--- config.mk ---
export PLATFORM = sky130hd
export DESIGN_NAME = halfRateCmdGate
export DESIGN_NICKNAME = d
export VERILOG_FILES = /design/src/rtl/hrGatePkg.sv /design/src/rtl/hrGateDatapath.sv /design/src/rtl/hrGateControl.sv /design/src/rtl/halfRateCmdGate.sv
export SDC_FILE = /design/constraint.sdc
export NUM_CORES = 1
export LEC_CHECK = 0
export BUFFER_PORTS_ARGS = -buffer_cell sky130_fd_sc_hd__buf_2
export CORE_UTILIZATION = 47
export DETAILED_ROUTE_END_ITERATION = 6
export PLACE_DENSITY = 0.65
export SLEW_MARGIN = 20
export SYNTH_ARGS = -nofsm -noshare
export SYNTH_HDL_FRONTEND = slang
export SYNTH_SLANG_ARGS = --single-unit
export TNS_END_PERCENT = 10
--- constraint.sdc ---
create_clock -name clk -period 7.5 [get_ports clk]
set_input_delay 1.125 -clock clk [delete_from_list [all_inputs] [get_ports clk]]
set_output_delay 1.125 -clock clk [all_outputs]
set_load 0.05 [all_outputs]
--- src/rtl/hrGatePkg.sv ---
package hrGatePkg;
  localparam int CMDW = 3;
  localparam int NCMD = 6;

  typedef enum logic [CMDW-1:0] {
    CMD_ACT = 3'd0,
    CMD_PRE = 3'd1,
    CMD_RD  = 3'd2,
    CMD_WR  = 3'd3,
    CMD_REF = 3'd4,
    CMD_MRS = 3'd5
  } cmdKind_t;

  // strobes from control to datapath
  typedef struct packed {
    logic     grant;
    cmdKind_t cmd;
    logic     phase;
  } gateStrobe_t;
endpackage

--- src/rtl/hrGateDatapath.sv ---
module hrGateDatapath
  import hrGatePkg::*;
#(
  parameter int pRcd = 5,
  parameter int pRp  = 5,
  parameter int pRas = 15,
  parameter int pWr  = 15,
  parameter int pRtp = 4,
  parameter int pRtw = 7,
  parameter int pWtr = 11,
  parameter int pCcd = 4,
  parameter int pRfc = 21,
  parameter int pMrd = 4,
  parameter int pCwl = 5
) (
  input  logic            clk,
  input  logic            rst,
  input  gateStrobe_t     strobe,
  output logic [NCMD-1:0] readyNow,
  output logic [NCMD-1:0] readyLate,
  output logic [1:0]      wrOe
);

  function automatic int imax(int a, int b);
    return (a > b) ? a : b;
  endfunction

  localparam int MAXS = imax(imax(imax(pRas + pRp, pRfc), imax(pWr, pWtr)),
                             imax(imax(pRtw, pRcd),
                                  imax(imax(pCcd, pRtp), imax(pMrd, pRp))));
  localparam int TW  = $clog2(MAXS + 1);
  localparam int OEW = pCwl + 6;

  // memory clocks a command of kind src forces onto a later command of kind dst
  function automatic int spacingOf(cmdKind_t src, cmdKind_t dst);
    int s;
    s = 0;
    case (src)
      CMD_ACT: begin
        if (dst == CMD_RD || dst == CMD_WR) s = pRcd;
        else if (dst == CMD_PRE)            s = pRas;
        else if (dst == CMD_ACT)            s = pRas + pRp;
      end
      CMD_PRE: begin
        if (dst == CMD_ACT || dst == CMD_REF || dst == CMD_MRS) s = pRp;
      end
      CMD_RD: begin
        if (dst == CMD_RD)       s = pCcd;
        else if (dst == CMD_WR)  s = pRtw;
        else if (dst == CMD_PRE) s = pRtp;
      end
      CMD_WR: begin
        if (dst == CMD_WR)       s = pCcd;
        else if (dst == CMD_RD)  s = pWtr;
        else if (dst == CMD_PRE) s = pWr;
      end
      CMD_REF: begin
        if (dst == CMD_ACT || dst == CMD_REF || dst == CMD_MRS) s = pRfc;
      end
      CMD_MRS: s = pMrd;
      default: s = 0;
    endcase
    return s;
  endfunction

  // timer value counts memory clocks from slot 0 of the coming cycle
  function automatic logic [TW-1:0] nextTimer(logic [TW-1:0] cur, gateStrobe_t s,
                                              cmdKind_t dst);
    int dec;
    int rel;
    dec = (int'(cur) > 2) ? int'(cur) - 2 : 0;
    rel = s.grant ? spacingOf(s.cmd, dst) + int'(s.phase) - 2 : 0;
    if (rel > dec) dec = rel;
    return TW'(dec);
  endfunction

  logic [TW-1:0] timerArr [NCMD];

  for (genvar k = 0; k < NCMD; k++) begin : gTimer
    logic [TW-1:0] tq;

    always_ff @(posedge clk) begin
      if (rst) tq <= '0;
      else     tq <= nextTimer(tq, strobe, cmdKind_t'(k));
    end

    assign timerArr[k]  = tq;
    assign readyNow[k]  = (tq == '0);
    assign readyLate[k] = (tq <= TW'(1));


    timer_bound_chk: assert property (@(posedge clk) disable iff (rst)
      tq < TW'(MAXS));
  end


  grant_legal_chk: assert property (@(posedge clk) disable iff (rst)
    strobe.grant |-> (timerArr[strobe.cmd] <= TW'(strobe.phase)));


  phase_late_chk: assert property (@(posedge clk) disable iff (rst)
    (strobe.grant && strobe.phase) |-> (timerArr[strobe.cmd] == TW'(1)));

  // write-data enable window, bit i = memory clock i counted from slot 0
  logic [OEW-1:0] oeWin;
  logic [OEW-1:0] oeMask;

  always_comb begin
    oeMask = '0;
    if (strobe.grant && strobe.cmd == CMD_WR) begin
      for (int b = 0; b < OEW; b++) begin
        if (b >= pCwl - 1 + int'(strobe.phase) && b <= pCwl + 4 + int'(strobe.phase))
          oeMask[b] = 1'b1;
      end
    end
  end

  always_ff @(posedge clk) begin
    if (rst) oeWin <= '0;
    else     oeWin <= (oeWin >> 2) | oeMask;
  end

  assign wrOe = oeWin[1:0];

endmodule

--- src/rtl/hrGateControl.sv ---
module hrGateControl
  import hrGatePkg::*;
(
  input  logic            clk,
  input  logic            rst,
  input  logic            reqValid,
  input  logic [CMDW-1:0] reqCmd,
  input  logic [NCMD-1:0] readyNow,
  input  logic [NCMD-1:0] readyLate,
  output gateStrobe_t     strobe,
  output logic            reqAck,
  output logic            issueValid,
  output logic [CMDW-1:0] issueCmd,
  output logic            issuePhase
);

  localparam int NCODE = 2 ** CMDW;

  logic [NCODE-1:0] nowAll;
  logic [NCODE-1:0] lateAll;
  logic             cmdKnown;

  assign nowAll   = {{(NCODE - NCMD){1'b0}}, readyNow};
  assign lateAll  = {{(NCODE - NCMD){1'b0}}, readyLate};
  assign cmdKnown = (reqCmd < CMDW'(NCMD));

  // a request seen while its ack is out is the one just granted
  always_comb begin
    strobe.grant = reqValid && !reqAck && cmdKnown && lateAll[reqCmd];
    strobe.cmd   = cmdKind_t'(reqCmd);
    strobe.phase = !nowAll[reqCmd];
  end

  always_ff @(posedge clk) begin
    if (rst) begin
      reqAck     <= 1'b0;
      issueValid <= 1'b0;
      issueCmd   <= '0;
      issuePhase <= 1'b0;
    end else begin
      reqAck     <= strobe.grant;
      issueValid <= strobe.grant;
      if (strobe.grant) begin
        issueCmd   <= reqCmd;
        issuePhase <= strobe.phase;
      end
    end
  end


  ack_pulse_chk: assert property (@(posedge clk) disable iff (rst)
    reqAck |=> !reqAck);


  ack_from_req_chk: assert property (@(posedge clk) disable iff (rst)
    reqAck |-> $past(reqValid));


  reset_quiet_chk: assert property (@(posedge clk) disable iff (rst)
    $fell(rst) |-> (!reqAck && !issueValid));

endmodule

--- src/rtl/halfRateCmdGate.sv ---
module halfRateCmdGate
  import hrGatePkg::*;
#(
  parameter int pRcd = 5,
  parameter int pRp  = 5,
  parameter int pRas = 15,
  parameter int pWr  = 15,
  parameter int pRtp = 4,
  parameter int pRtw = 7,
  parameter int pWtr = 11,
  parameter int pCcd = 4,
  parameter int pRfc = 21,
  parameter int pMrd = 4,
  parameter int pCwl = 5
) (
  input  logic       clk,
  input  logic       rst,
  input  logic       reqValid,
  input  logic [2:0] reqCmd,
  output logic       reqAck,
  output logic       issueValid,
  output logic [2:0] issueCmd,
  output logic       issuePhase,
  output logic [1:0] wrOe
);

  gateStrobe_t     strobe;
  logic [NCMD-1:0] readyNow;
  logic [NCMD-1:0] readyLate;

  hrGateControl ctrl_i (
    .clk       (clk),
    .rst       (rst),
    .reqValid  (reqValid),
    .reqCmd    (reqCmd),
    .readyNow  (readyNow),
    .readyLate (readyLate),
    .strobe    (strobe),
    .reqAck    (reqAck),
    .issueValid(issueValid),
    .issueCmd  (issueCmd),
    .issuePhase(issuePhase)
  );

  hrGateDatapath #(
    .pRcd(pRcd), .pRp(pRp), .pRas(pRas), .pWr(pWr), .pRtp(pRtp), .pRtw(pRtw),
    .pWtr(pWtr), .pCcd(pCcd), .pRfc(pRfc), .pMrd(pMrd), .pCwl(pCwl)
  ) dp_i (
    .clk      (clk),
    .rst      (rst),
    .strobe   (strobe),
    .readyNow (readyNow),
    .readyLate(readyLate),
    .wrOe     (wrOe)
  );

endmodule

== After elaboration in Yosys (flattened, before gate mapping) ==
Cells that the tools add are included.

* Register bits after elaboration: 46
* Bits in latches: 0
* Bits in writable memories: 0
* ROM bits: 0
* Output and inout port bits: 8
* Memories: 0

* $add $sub $neg: 18
* Multiply operators: 0
* Divide/modulo/power cells: 0
* $lt $le $gt $ge: 42
* Eq/ne operators: 5
* Shift operators: 0
* Muxes and demuxes: 43
* Bitwise logic cells: 1
* Reductions and logical operators: 27

{| class="wikitable"
|+ Operators with widths
! kind !! count
|-
| 2-to-1 mux 32 bit || 16
|-
| > comparator 32 bit || 6
|-
| adder 32 x 2 -> 32 bit || 5
|-
| subtractor 32 x 3 -> 32 bit, second input constant || 5
|-
| >= comparator 4 x 32 -> 1 bit, first input constant || 4
|-
| <= comparator 4 x 32 -> 1 bit, first input constant || 4
|-
| >= comparator 5 x 32 -> 1 bit, first input constant || 3
|-
| <= comparator 5 x 32 -> 1 bit, first input constant || 3
|-
| >= comparator 3 x 32 -> 1 bit, first input constant || 2
|-
| <= comparator 3 x 32 -> 1 bit, first input constant || 2
|-
| subtractor 5 x 2 -> 6 bit, second input constant || 6
|-
| >= comparator 1 x 32 -> 1 bit, first input constant || 1
|-
| >= comparator 2 x 32 -> 1 bit, first input constant || 1
|-
| <= comparator 1 x 32 -> 1 bit, first input constant || 1
|-
| <= comparator 2 x 32 -> 1 bit, first input constant || 1
|-
| > comparator 5 x 2 -> 1 bit, second input constant || 6
|-
| <= comparator 5 x 1 -> 1 bit, second input constant || 6
|-
| zero test 5 bit || 6
|-
| 2-to-1 mux 5 bit || 6
|-
| case mux 5 bit (4 select lines) || 1
|-
| logical AND 1 bit || 15
|-
| case mux 5 bit (3 select lines) || 1
|-
| 2-to-1 mux 1 bit || 13
|-
| case mux 4 bit (3 select lines) || 1
|-
| 15 further kinds || 21
|}

== Depth between registers and ports, before layout ==
* Depth in word-level cells: 10
* Depth in mapped cells: 22
* Gate-level depth less buffers: 21

== Hierarchy ==
A second synthesis with hierarchy kept.

* Cells, all modules: 498
* Area total of the unflattened synthesis: 4134.0 µm²

{| class="wikitable"
|+ Modules (own cells, without submodules)
! module !! times used !! cells an instance !! area an instance (µm²) !! seq. area each (µm²)
|-
| hrGateDatapath || 1 || 456 || 3758.6 || 820.8
|-
| hrGateControl || 1 || 42 || 375.4 || 100.1
|}

== Least setup slack after synthesis ==
Ideal clock, no wire load.

* Path type: input -> register
* Start point: input reqCmd[1]
* End point: register dp_i.gTimer[2].tq[2]
* Setup time: 121 ps
* Data arrival time: 4726 ps
* Data required time: 7379 ps
* Path slack: 2653 ps
* Stages on the path: 21
* Path buffers: 2
* Cells stage by stage: clkbuf_2 > clkbuf_1 > nor2_1 > a32oi_1 > nor2_1 > o22a_1 > inv_1 > ha_1 > inv_1 > ha_1 > or2_2 > a21oi_1 > ha_1 > nand3_1 > nor2_1 > a32o_1 > a211o_1 > o311ai_0 > o21ai_0 > o211ai_2 > mux2_2

{| class="wikitable"
|+ RTL lines
! what !! line !! text
|-
| from (decl) || halfRateCmdGate.sv:19 || <nowiki>input logic [2:0] reqCmd,</nowiki>
|-
| to (signal assigned) || hrGateDatapath.sv:84 || <nowiki>else tq <= nextTimer(tq, strobe, cmdKind_t'(k));</nowiki>
|-
| to (decl) || hrGateDatapath.sv:80 || <nowiki>logic [TW-1:0] tq;</nowiki>
|}

==> out/metrics.csv <==
metric;value;unit
diodes;0;
drt_drc_violations_left;0;
cp.arrival;5.55;ns
port_buffers;13;
setup-violations-final;0;
die_area;9050;um2
postCtsHoldBufs;0;
crit_fanout;18;
cts-root-buf;clkbuf_8;
min_path_type;flop to flop;
synthTopCellsByArea;dfxtp_1 (23%), ha_1 (19%), nor2_1 (6.2%), nand2_1 (4.4%), inv_1 (3.6%);
timing.slew.headroom;0.342;
finalWirelength;9410;um
synth_fp_nets;588;
regArea;921;um2
async_flop_share;0;
cts_num_sinks;46;
critPathKind;primary input to flop;
hold_viol;0;
rsz0062_at_grt;false;
drive_gt1_frac;0.109;
synth_ff_type;dfxtp_1;
fill_cells;800;
ant_nets;0;
ys_ff_latch;46;
slowest_stage;o31ai_2;
drt_first_iter_violations;178;
cap_viol_max_count;0;
hpwl;7320;um
rows;33;
grt-ovfl-total;0;
tightest_slew;0.986;ns
yosysTopAreaCell;dfxtp_1;
synth.top_cell.area_share;0.226;
critPathBufInv;4;
cp_common_cell;ha_1;
fin_cells;628;
cts_buffer_depth;2;
post-route-util;0.516;
multi_input_area;2920;um2
die_w;95.1;um
cts_tree;yes;
synthCells;521;
ctsHtreeMaxLevel;2;
numCtsBuffers;5;
synth-edff-count;0;
place_inst;620;
slew_violations;0;
finalCritPeriodShare;0.708;
clk_pin_slew;0.10;ns
cts_setup_buffers;0;
gp_congestion;0.877;
routedWlPerCell;15.0;um
dr.pass1.iters;4;
timing.fmax;0.188;GHz
antenna_found_initial;0;
dieHeight;95.1;um
initial_core_util;0.491;
finalNetCount;589;
r2r_setup_slack;2.70;ns
grt_pass1_wl;16100;um
clkLatencyLatePin;0.32;ns
crit_path_end_kind;flop;
viasPerCell;5.68;
netlist_area;4080;um2
io_pins;14;
crit_required;7.75;ns
ys_warn_count;0;
core;8300;um2
grt_max_degree;57;
globalRouteTotalUtil;0.227;
ys_seq_area_frac;0.226;
cpPeakStageDelay;0.45;ns
avgSynthCellArea;7.83;um2
path_cells;buf_2 > nand2b_1 > nor2_1 > a21oi_1 > o41ai_1 > o22a_1 > inv_1 > ha_1 > inv_1 > ha_1 > ha_1 > or3_1 > inv_1 > ha_1 > nand3_1 > o22ai_1 > o22a_1 > o31ai_1 > o31ai_2 > mux2_2 > nor2_1;
grt_pass1_vias;3471;
num_vias;3570;
cts_resized;0;
period_minus_slack;5.31;ns
cp-start-kind;primary input;
setup_tns;0;ns
run_status;complete, no violations;
cp_top_family;compound AO/OA/AOI/OAI gates;
holdWs;0.444;ns
ys_types;70;
fin_skew;0.0157;ns
syn_to_final_growth;5.09;%
==> stage by stage <==
stage	setup slack (ns)	instance area, um2
floorplan	2.65	4080
global placement	2.03	4190
detailed placement	1.95	4190
CTS	2.26	4290
global route	1.88	4290
finish	2.19	4290
==> cell type report <==
cell class                      instances  share of cell area
Multi-Input combinational cell        416               0.681
Sequential cell                        46               0.215
Inverter                               39              0.0342
Tap cell                              105              0.0307
Timing Repair Buffer                   14              0.0169
Clock buffer                            5              0.0161
Clock inverter                          3             0.00584
==> placed cells by master, fill, tap and decap left out, types with 13 or more instances in the layout <==
cell	count
nor3_1	14
nand2_1	48
o21ai_0	16
inv_1	39
a21oi_1	26
buf_2	13
ha_1	61
nor2b_1	15
nand3_1	22
dfxtp_1	46
nor2_1	67
==> registers in the layout, summed over array words and instances, names as in the netlist <==
register	flops
ctrl_i.issuePhase	1
dp_i.oeWin	11
ctrl_i.issueCmd	3
ctrl_i.reqAck	1
dp_i.gTimer.tq	30
==> routing by layer <==
| metal | track usage | wire length [um] |
|---|---|---|
| met3 | 0.0335 | 289 |
| met1 | 0.302 | 4700 |
| met2 | 0.376 | 4250 |
| met4 | 0.0707 | 165 |
| met5 | 0 | 0 |
==> synthesized netlist by cell type, types with 3 or more instances <==
cell type,count
buf_4,3
nand2b_1,10
mux2_2,7
a32oi_1,5
or3_1,4
nand3_1,22
nor2_1,67
nand2_1,48
xnor2_1,3
o21ai_0,16
o21a_1,5
inv_1,39
a21oi_1,26
or2_2,11
mux2i_1,9
clkbuf_1,13
nor4_1,3
nor3b_1,3
a21o_1,4
nor2b_1,15
and2_1,12
dfxtp_1,46
nor3_1,14
ha_1,61
xor2_1,5
o31ai_1,11
a211oi_1,3
==> worst register-to-register path, stage by stage, from the launching register on <==
cell and delay [ns]:
dfxtp_1 0.38, nor4_2 0.43, a32oi_1 0.16, a22oi_1 0.28
a21oi_1 0.24, buf_4 0.23, nor2_1 0.73, and3_1 0.36
ha_1 0.27, a21oi_1 0.16, nand3b_1 0.12, nor2_1 0.20
o22a_1 0.18, o31ai_1 0.08, o31ai_2 0.45, mux2_2 0.39
nor2_1 0.08
==> path summary, 6_finish.rpt <==
check,from,to,cells past startpoint
max,reqCmd[1],dp_i.gTimer[4].tq[4],21
min,dp_i.oeWin[3],dp_i.oeWin[1],1
max reg2reg,dp_i.gTimer[0].tq[1],dp_i.gTimer[4].tq[4],16
min reg2reg,dp_i.oeWin[3],dp_i.oeWin[1],1
==> cell families after synthesis <==
group,after synthesis,synth area share
and+or+nand+nor,227,0.286
AOI/OAI and AO/OA,103,0.182
adders and majority gates,61,0.187
buffers and inverters,59,0.0580
muxes,17,0.0442
DFF,46,0.226
xor gates and xnor gates,8,0.0172
Power is left out: the tool's default activity adds up to more than one toggle a clock period on the data nets, which glitch-free logic cannot reach.
